### src/rtl/irq_tow_pkg.sv
// Package: shared widths and register offsets for the toggle-on-write
// interrupt unit. Assumes a 32-bit data path and byte-addressed words.
package irq_tow_pkg;

    localparam int unsigned DATA_W = 32;
    localparam int unsigned ADDR_W = 8;

    // Word offsets; software depends on these positions.
    localparam logic [ADDR_W-1:0] OFF_MASTER = 8'h00;
    localparam logic [ADDR_W-1:0] OFF_PEND   = 8'h04;
    localparam logic [ADDR_W-1:0] OFF_ENABLE = 8'h08;

    // Index of each decoded register in the one-hot hit vectors.
    typedef enum logic [1:0] {
        REG_MASTER = 2'd0,
        REG_PEND   = 2'd1,
        REG_ENABLE = 2'd2
    } reg_idx_e;

    localparam int unsigned NUM_REGS = 3;

endpackage

### src/rtl/irq_tow_decode.sv
// Module: address decoder. Turns one bus access into one-hot write and
// read strobes per mapped register. Unmapped offsets produce no strobe.
// Assumes the access lasts exactly the cycle in which bus_sel_i is high.
module irq_tow_decode
    import irq_tow_pkg::*;
(
    input  logic                bus_sel_i,
    input  logic                bus_wr_i,
    input  logic [ADDR_W-1:0]   bus_addr_i,
    output logic [NUM_REGS-1:0] wr_hit_o,
    output logic [NUM_REGS-1:0] rd_hit_o
);

    logic [NUM_REGS-1:0] addr_match;

    // Compare the offset against each mapped word.
    always_comb begin
        addr_match                     = '0;
        addr_match[int'(REG_MASTER)]   = (bus_addr_i == OFF_MASTER);
        addr_match[int'(REG_PEND)]     = (bus_addr_i == OFF_PEND);
        addr_match[int'(REG_ENABLE)]   = (bus_addr_i == OFF_ENABLE);
    end

    // Qualify the matches with the access type.
    always_comb begin
        wr_hit_o = (bus_sel_i &&  bus_wr_i) ? addr_match : '0;
        rd_hit_o = (bus_sel_i && !bus_wr_i) ? addr_match : '0;
    end

endmodule

### src/rtl/irq_tow_pending.sv
// Module: per-port pending bits. An event sets its bit; a toggle write
// inverts the bits written as 1. When both touch one bit in the same
// cycle, the event wins. Assumes events are single-cycle pulses.
module irq_tow_pending #(
    parameter int unsigned NUM_PORTS = 2
) (
    input  logic                 clk,
    input  logic                 rst_n,
    input  logic [NUM_PORTS-1:0] evt_i,
    input  logic                 tog_en_i,
    input  logic [NUM_PORTS-1:0] tog_mask_i,
    output logic [NUM_PORTS-1:0] pend_o
);

    for (genvar p = 0; p < NUM_PORTS; p++) begin : g_port
        logic bit_q;
        logic bit_d;

        // Next value: toggle if requested, then force set on an event.
        always_comb begin
            bit_d = bit_q ^ (tog_en_i & tog_mask_i[p]);
            if (evt_i[p]) begin
                bit_d = 1'b1;
            end
        end

        // Pending flop with synchronous active-low reset.
        always_ff @(posedge clk) begin
            if (!rst_n) begin
                bit_q <= 1'b0;
            end else begin
                bit_q <= bit_d;
            end
        end

        assign pend_o[p] = bit_q;
    end

endmodule

### src/rtl/irq_tow_ctrl.sv
// Module: master enable and per-port enable registers. Both are plain
// read/write storage. Only bit 0 of the master word and the low NUM_PORTS
// bits of the enable word are kept.
module irq_tow_ctrl #(
    parameter int unsigned NUM_PORTS = 2,
    parameter int unsigned DATA_W    = 32
) (
    input  logic                 clk,
    input  logic                 rst_n,
    input  logic                 master_wr_i,
    input  logic                 enable_wr_i,
    input  logic [DATA_W-1:0]    wdata_i,
    output logic                 master_o,
    output logic [NUM_PORTS-1:0] enable_o
);

    // Master enable flop, bit 0 of its word.
    always_ff @(posedge clk) begin
        if (!rst_n) begin
            master_o <= 1'b0;
        end else if (master_wr_i) begin
            master_o <= wdata_i[0];
        end
    end

    // Per-port enable flops.
    always_ff @(posedge clk) begin
        if (!rst_n) begin
            enable_o <= '0;
        end else if (enable_wr_i) begin
            enable_o <= wdata_i[NUM_PORTS-1:0];
        end
    end

endmodule

### src/rtl/irq_tow_output.sv
// Module: interrupt combiner. ANDs the pending and enable bits, ORs the
// results, gates them with the master enable and registers the result.
// The output therefore lags the register state by one clock.
module irq_tow_output #(
    parameter int unsigned NUM_PORTS = 2
) (
    input  logic                 clk,
    input  logic                 rst_n,
    input  logic                 master_i,
    input  logic [NUM_PORTS-1:0] pend_i,
    input  logic [NUM_PORTS-1:0] enable_i,
    output logic                 irq_o
);

    logic any_active;

    // Reduce the masked pending bits.
    always_comb begin
        any_active = |(pend_i & enable_i);
    end

    // Output register, gated by the master enable.
    always_ff @(posedge clk) begin
        if (!rst_n) begin
            irq_o <= 1'b0;
        end else begin
            irq_o <= master_i & any_active;
        end
    end

endmodule

### src/rtl/irq_tow_unit.sv
// Module: top of the toggle-on-write interrupt unit. Decodes the register
// bus, holds the pending, enable and master registers, and drives one
// level interrupt. Read data is combinational and is 0 outside a read.
// Assumes a synchronous bus where each access lasts one cycle.
module irq_tow_unit
    import irq_tow_pkg::*;
#(
    parameter int unsigned NUM_PORTS = 2
) (
    input  logic                 clk,
    input  logic                 rst_n,
    input  logic [NUM_PORTS-1:0] evt_i,
    input  logic                 bus_sel_i,
    input  logic                 bus_wr_i,
    input  logic [ADDR_W-1:0]    bus_addr_i,
    input  logic [DATA_W-1:0]    bus_wdata_i,
    output logic [DATA_W-1:0]    bus_rdata_o,
    output logic                 irq_o
);

    logic [NUM_REGS-1:0]  wr_hit;
    logic [NUM_REGS-1:0]  rd_hit;
    logic [NUM_PORTS-1:0] pend_q;
    logic [NUM_PORTS-1:0] enable_q;
    logic                 master_q;

    irq_tow_decode u_decode (
        .bus_sel_i  (bus_sel_i),
        .bus_wr_i   (bus_wr_i),
        .bus_addr_i (bus_addr_i),
        .wr_hit_o   (wr_hit),
        .rd_hit_o   (rd_hit)
    );

    irq_tow_pending #(.NUM_PORTS(NUM_PORTS)) u_pending (
        .clk        (clk),
        .rst_n      (rst_n),
        .evt_i      (evt_i),
        .tog_en_i   (wr_hit[int'(REG_PEND)]),
        .tog_mask_i (bus_wdata_i[NUM_PORTS-1:0]),
        .pend_o     (pend_q)
    );

    irq_tow_ctrl #(.NUM_PORTS(NUM_PORTS), .DATA_W(DATA_W)) u_ctrl (
        .clk         (clk),
        .rst_n       (rst_n),
        .master_wr_i (wr_hit[int'(REG_MASTER)]),
        .enable_wr_i (wr_hit[int'(REG_ENABLE)]),
        .wdata_i     (bus_wdata_i),
        .master_o    (master_q),
        .enable_o    (enable_q)
    );

    irq_tow_output #(.NUM_PORTS(NUM_PORTS)) u_output (
        .clk      (clk),
        .rst_n    (rst_n),
        .master_i (master_q),
        .pend_i   (pend_q),
        .enable_i (enable_q),
        .irq_o    (irq_o)
    );

    // Read mux: unused bits and unmapped offsets return zero.
    always_comb begin
        bus_rdata_o = '0;
        if (rd_hit[int'(REG_MASTER)]) begin
            bus_rdata_o[0] = master_q;
        end
        if (rd_hit[int'(REG_PEND)]) begin
            bus_rdata_o[NUM_PORTS-1:0] = pend_q;
        end
        if (rd_hit[int'(REG_ENABLE)]) begin
            bus_rdata_o[NUM_PORTS-1:0] = enable_q;
        end
    end

endmodule

### config.mk
export PLATFORM = sky130hd
export DESIGN_NAME = irq_tow_unit
export DESIGN_NICKNAME = d
export VERILOG_FILES = /design/src/rtl/irq_tow_pkg.sv /design/src/rtl/irq_tow_decode.sv /design/src/rtl/irq_tow_pending.sv /design/src/rtl/irq_tow_ctrl.sv /design/src/rtl/irq_tow_output.sv /design/src/rtl/irq_tow_unit.sv
export SDC_FILE = /design/constraint.sdc
export NUM_CORES = 1
export LEC_CHECK = 0
export BUFFER_PORTS_ARGS = -buffer_cell sky130_fd_sc_hd__buf_4
export CAP_MARGIN = 25
export CORE_ASPECT_RATIO = 1.1
export CORE_UTILIZATION = 31
export DETAILED_ROUTE_END_ITERATION = 7
export PLACE_DENSITY = 0.88
export SLEW_MARGIN = 20
export SYNTH_ARGS = -nofsm -noshare
export SYNTH_HDL_FRONTEND = slang
export SYNTH_SLANG_ARGS = --single-unit
### constraint.sdc
create_clock -name clk -period 1.5 [get_ports clk]
set_clock_uncertainty 0.05 [all_clocks]
set_input_delay 0.15 -clock clk [delete_from_list [all_inputs] [get_ports clk]]
set_output_delay 0.15 -clock clk [all_outputs]
set_load 0.03 [all_outputs]
[Word-level counts from Yosys, hierarchy flattened]
Index checks and enable logic that the tools add are counted.
Storage, ports and cells
  flip-flop bits (word level): 6
  output and inout port bits: 33
  input port bits: 46
Operators by class
  eq/ne operators: 2
  bitwise gates (word level): 6
  muxes and demuxes: 7
  reduce and logical (&&, ||, !) cells: 5
Operators with widths (number)
  equality test 8 x 3 -> 1 bit (second input constant): 1
  equality test 8 x 4 -> 1 bit (second input constant): 1
  zero test 8 bit: 1
  2-to-1 mux 3 bit: 2
  2-to-1 mux 2 bit: 2
  AND 1 bit: 3
  2-to-1 mux 1 bit: 3
  AND 2 bit: 1
  logical AND 1 bit: 2
  OR reduction 2 bit: 1
  bitwise XOR 1 bit: 2
  zero test 1 bit: 1

[Longest topological paths before layout]
  depth after elaboration: 6
  depth in mapped cells: 3
  mapped depth without buffers: 3

[Hierarchy]
A second synthesis with hierarchy kept.
Second synthesis, totals
  cell total of the unflattened synthesis: 74
  area, all modules: 589.3 µm²
Modules (own cells, without submodules)
  irq_tow_unit: instances 1, area each 265.3 µm², cells each 38, seq. area each 0.0 µm²
  irq_tow_ctrl: instances 1, area each 108.9 µm², cells each 9, seq. area each 60.1 µm²
  irq_tow_pending: instances 1, area each 102.6 µm², cells each 10, seq. area each 40.0 µm²
  irq_tow_decode: instances 1, area each 77.6 µm², cells each 13, seq. area each 0.0 µm²
  irq_tow_output: instances 1, area each 35.0 µm², cells each 4, seq. area each 20.0 µm²

[Worst setup path after synthesis]
No wires, ideal clock.
  path type: input -> register
  start: in bus_addr_i[5]
  end: reg u_pending.g_port[0].bit_q
  path buffers: 0
  library setup time: 0.070 ns
  path slack: 0.196 ns
  arrival time: 1.184 ns
  stages: 3
  cell sequence: or4_4 > or3_1 > a21oi_1
On the way
  longest elaborated chain between the ends: 5
RTL lines
  start, declared: RTL line irq_tow_unit.sv:15  | input logic [ADDR_W-1:0] bus_addr_i,
  equality test 8 x 3 -> 1 bit: RTL line irq_tow_decode.sv:20  | addr_match[int'(REG_PEND)] = (bus_addr_i == OFF_PEND);
  2-to-1 mux 3 bit: RTL line irq_tow_decode.sv:26  | wr_hit_o = (bus_sel_i && bus_wr_i) ? addr_match : '0;
  AND 1 bit: RTL line irq_tow_pending.sv:21  | bit_d = bit_q ^ (tog_en_i & tog_mask_i[p]);
  bitwise XOR 1 bit: RTL line irq_tow_pending.sv:21
  2-to-1 mux 1 bit: RTL line irq_tow_pending.sv:22  | if (evt_i[p]) begin
  end signal, assigned: RTL line irq_tow_pending.sv:32  | bit_q <= bit_d;
  end, declared: RTL line irq_tow_pending.sv:16  | logic bit_q;
No other way between the ends.
A chain may end at the register's enable or synchronous reset.

[Worst setup path in the final report]
  start: in bus_addr_i[5]
  end: out bus_rdata_o[1]
On the way
  longest elaborated chain between the ends: 4
RTL lines
  equality test 8 x 3 -> 1 bit: RTL line irq_tow_decode.sv:20
  2-to-1 mux 3 bit (*): RTL line irq_tow_decode.sv:27  | rd_hit_o = (bus_sel_i && !bus_wr_i) ? addr_match : '0;
  2-to-1 mux 2 bit: RTL line irq_tow_unit.sv:69  | if (rd_hit[int'(REG_PEND)]) begin
  2-to-1 mux 2 bit (*): RTL line irq_tow_unit.sv:72  | if (rd_hit[int'(REG_ENABLE)]) begin
  end, declared: RTL line irq_tow_unit.sv:17  | output logic [DATA_W-1:0] bus_rdata_o,
Every way passes the cells marked *; elsewhere a longest branch is shown, timed or not.

==> results.json <==
{
  "hp-class": "primary input to flop",
  "ant_nets": 0,
  "drc": 7,
  "yosysSeqAreaShare_pct": 20.1,
  "crit_fanout": 2,
  "io_pins": 79,
  "ys_warn_count": 0,
  "final_common_cell": "conb_1",
  "holdWs_ns": 0.119,
  "rows": 16,
  "htreeDepth": 1,
  "path_clk_slew_ns": 0.04,
  "ir_worst_vdd_v": 0.000278,
  "cellLeakagePower_uw": 0.000315,
  "num_antenna_cells": 0,
  "cts_tree": "yes",
  "cts_setup_buffers": 0,
  "hold_violations": 0,
  "via_count": 474,
  "clock_path_buffers": 2,
  "cts_resized": 0,
  "core_um2": 1800,
  "cts_sinks": 6,
  "cts_hold_buf": 0,
  "max_freq_mhz": 763,
  "holdPathStages": 3,
  "power.density_nw_per_um2": 717,
  "postSynthAreaPerCell_um2": 8.18,
  "grt-ovfl-total": 0,
  "port_buffers": 18,
  "crit_arrival_ns": 1.11,
  "post-dp-hpwl_um": 895,
  "r2r_slack_ns": 0.57,
  "start_util_pct": 33.1,
  "layout_common_cells": "30 x conb_1, 18 x buf_4, 6 x nand2_1, 6 x dfxtp_1",
  "drive_gt1_share_pct": 25.8,
  "root_buffer": "clkbuf_4",
  "min_period_ns": 1.31,
  "r2r_cells": 3,
  "final_nets": 141,
  "end_kind": "primary output",
  "fp.dieH_um": 48.0,
  "post_drt_wl_per_cell_um": 9.10,
  "finalSetupViolCount": 0,
  "clk_latency_ns": 0.24,
  "dieWidth_um": 43.8,
  "routabilityCongestion": 0.706,
  "timing.final.crit_share_pct": 87.4,
  "slew_viol_final": 0,
  "synth_cells": 73,
  "synth-edff-count": 0,
  "grtUsageTotal_pct": 10.7,
  "wl_um": 1010,
  "syn2layout_area_growth_pct": 10.7,
  "rsz0062_at_grt": "no",
  "ys_ff_latch": 6,
  "worstSetupStartpointType": "primary input",
  "grt_pass1_wl_um": 1610,
  "die-area_um2": 2100,
  "yosysUniqueCellTypes": 20,
  "cts_buffers": 3,
  "synth_flop_cell": "dfxtp_1",
  "drt_iter0_markers": 12,
  "netlist_area_um2": 597,
  "grt_start_max_net_pins": 8,
  "cp.required_ns": 1.30,
  "finalSetupTns_ns": 0,
  "antenna_found_initial": 0,
  "vias_per_cell": 4.27,
  "nFillCells": 187,
  "async_flop_share_pct": 0,
  "first_pass_iters": 6,
  "status": "finished, violations left",
  "maxCapViolations": 0,
  "critPathKind": "primary input to primary output",
  "grt_pass1_vias": 415,
  "violations": "DRC"
}
[critical path, stage by stage]
cell and delay, ns:
buf_4 0.11, nor4_1 0.36, nand3b_1 0.15, a21oi_1 0.15, buf_4 0.18
[synthesized netlist by cell type (2+ instances only)]
library cell	number	area, µm²
mux2i_1	4	40.0
a21oi_1	3	15.0
nand2_1	6	22.5
nor2_1	4	15.0
dfxtp_1	6	120
nand3b_1	4	30.0
o41ai_1	2	17.5
buf_4	30	225
nand2b_1	2	12.5
or3_1	2	12.5
[registers in the layout, indices dropped and copies added, names as in the netlist]
register	flops
u_ctrl.enable_o	2
u_ctrl.master_o	1
u_output.irq_o	1
u_pending.g_port.bit_q	2
[worst paths after layout]
kind,startpoint,endpoint
setup / recovery,bus_addr_i[5],bus_rdata_o[1]
hold / removal,evt_i[0],u_pending.g_port[0].bit_q
setup reg to reg,u_pending.g_port[1].bit_q,u_pending.g_port[1].bit_q
hold reg to reg,u_ctrl.master_o,u_output.irq_o
[kinds of logic (layout without fill, tap and decap cells)]
| kind of cell | after synthesis | after routing | synth area share, % |
|---|---|---|---|
| AO/OA/AOI/OAI | 7 | 7 | 8.18 |
| other | 1 | 30 | 0.628 |
| AND/OR/NAND/NOR | 25 | 25 | 26.6 |
| flip-flops | 6 | 6 | 20.1 |
| multiplexers | 4 | 4 | 6.71 |
| buffers and inverters | 30 | 21 | 37.7 |
[routing by layer]
layer	global-route usage [%]	routed length [µm]	vias up	part of all wire, %
li1	-	-	233	-
met5	0	0	-	0
met4	5.63	0	0	0
met1	9.82	326	210	32
met2	21.5	550	31	54
met3	3.40	133	0	13
[report_power, final]
group	leakage, µW	internal, µW	switching, µW
registers	0.0000490	164	3.83
logic	0.000253	39.8	124
clock network	0.0000138	90.0	51.5
[cell type report]
class                           instances  area (µm²)  share of cell area [%]
Clock buffer                            3        22.5                    3.41
Sequential cell                         6         120                    18.2
Timing Repair Buffer                   18         135                    20.5
Multi-Input combinational cell         66         360                    54.5
Tap cell                               18        22.5                    3.41
[through the flow]
stage	cell area, µm²	utilization [%]	power (µW)	setup slack (ns)	instances
floorplan	706	-	350	0.196	102
global placement	638	35.4	331	0.0347	108
detailed placement	638	35.4	334	0.00469	108
CTS	661	36.7	482	0.179	111
global route	661	36.7	508	0.101	111
finish	661	36.7	473	0.189	111
Note: power is estimated with default switching activity, not from simulation.
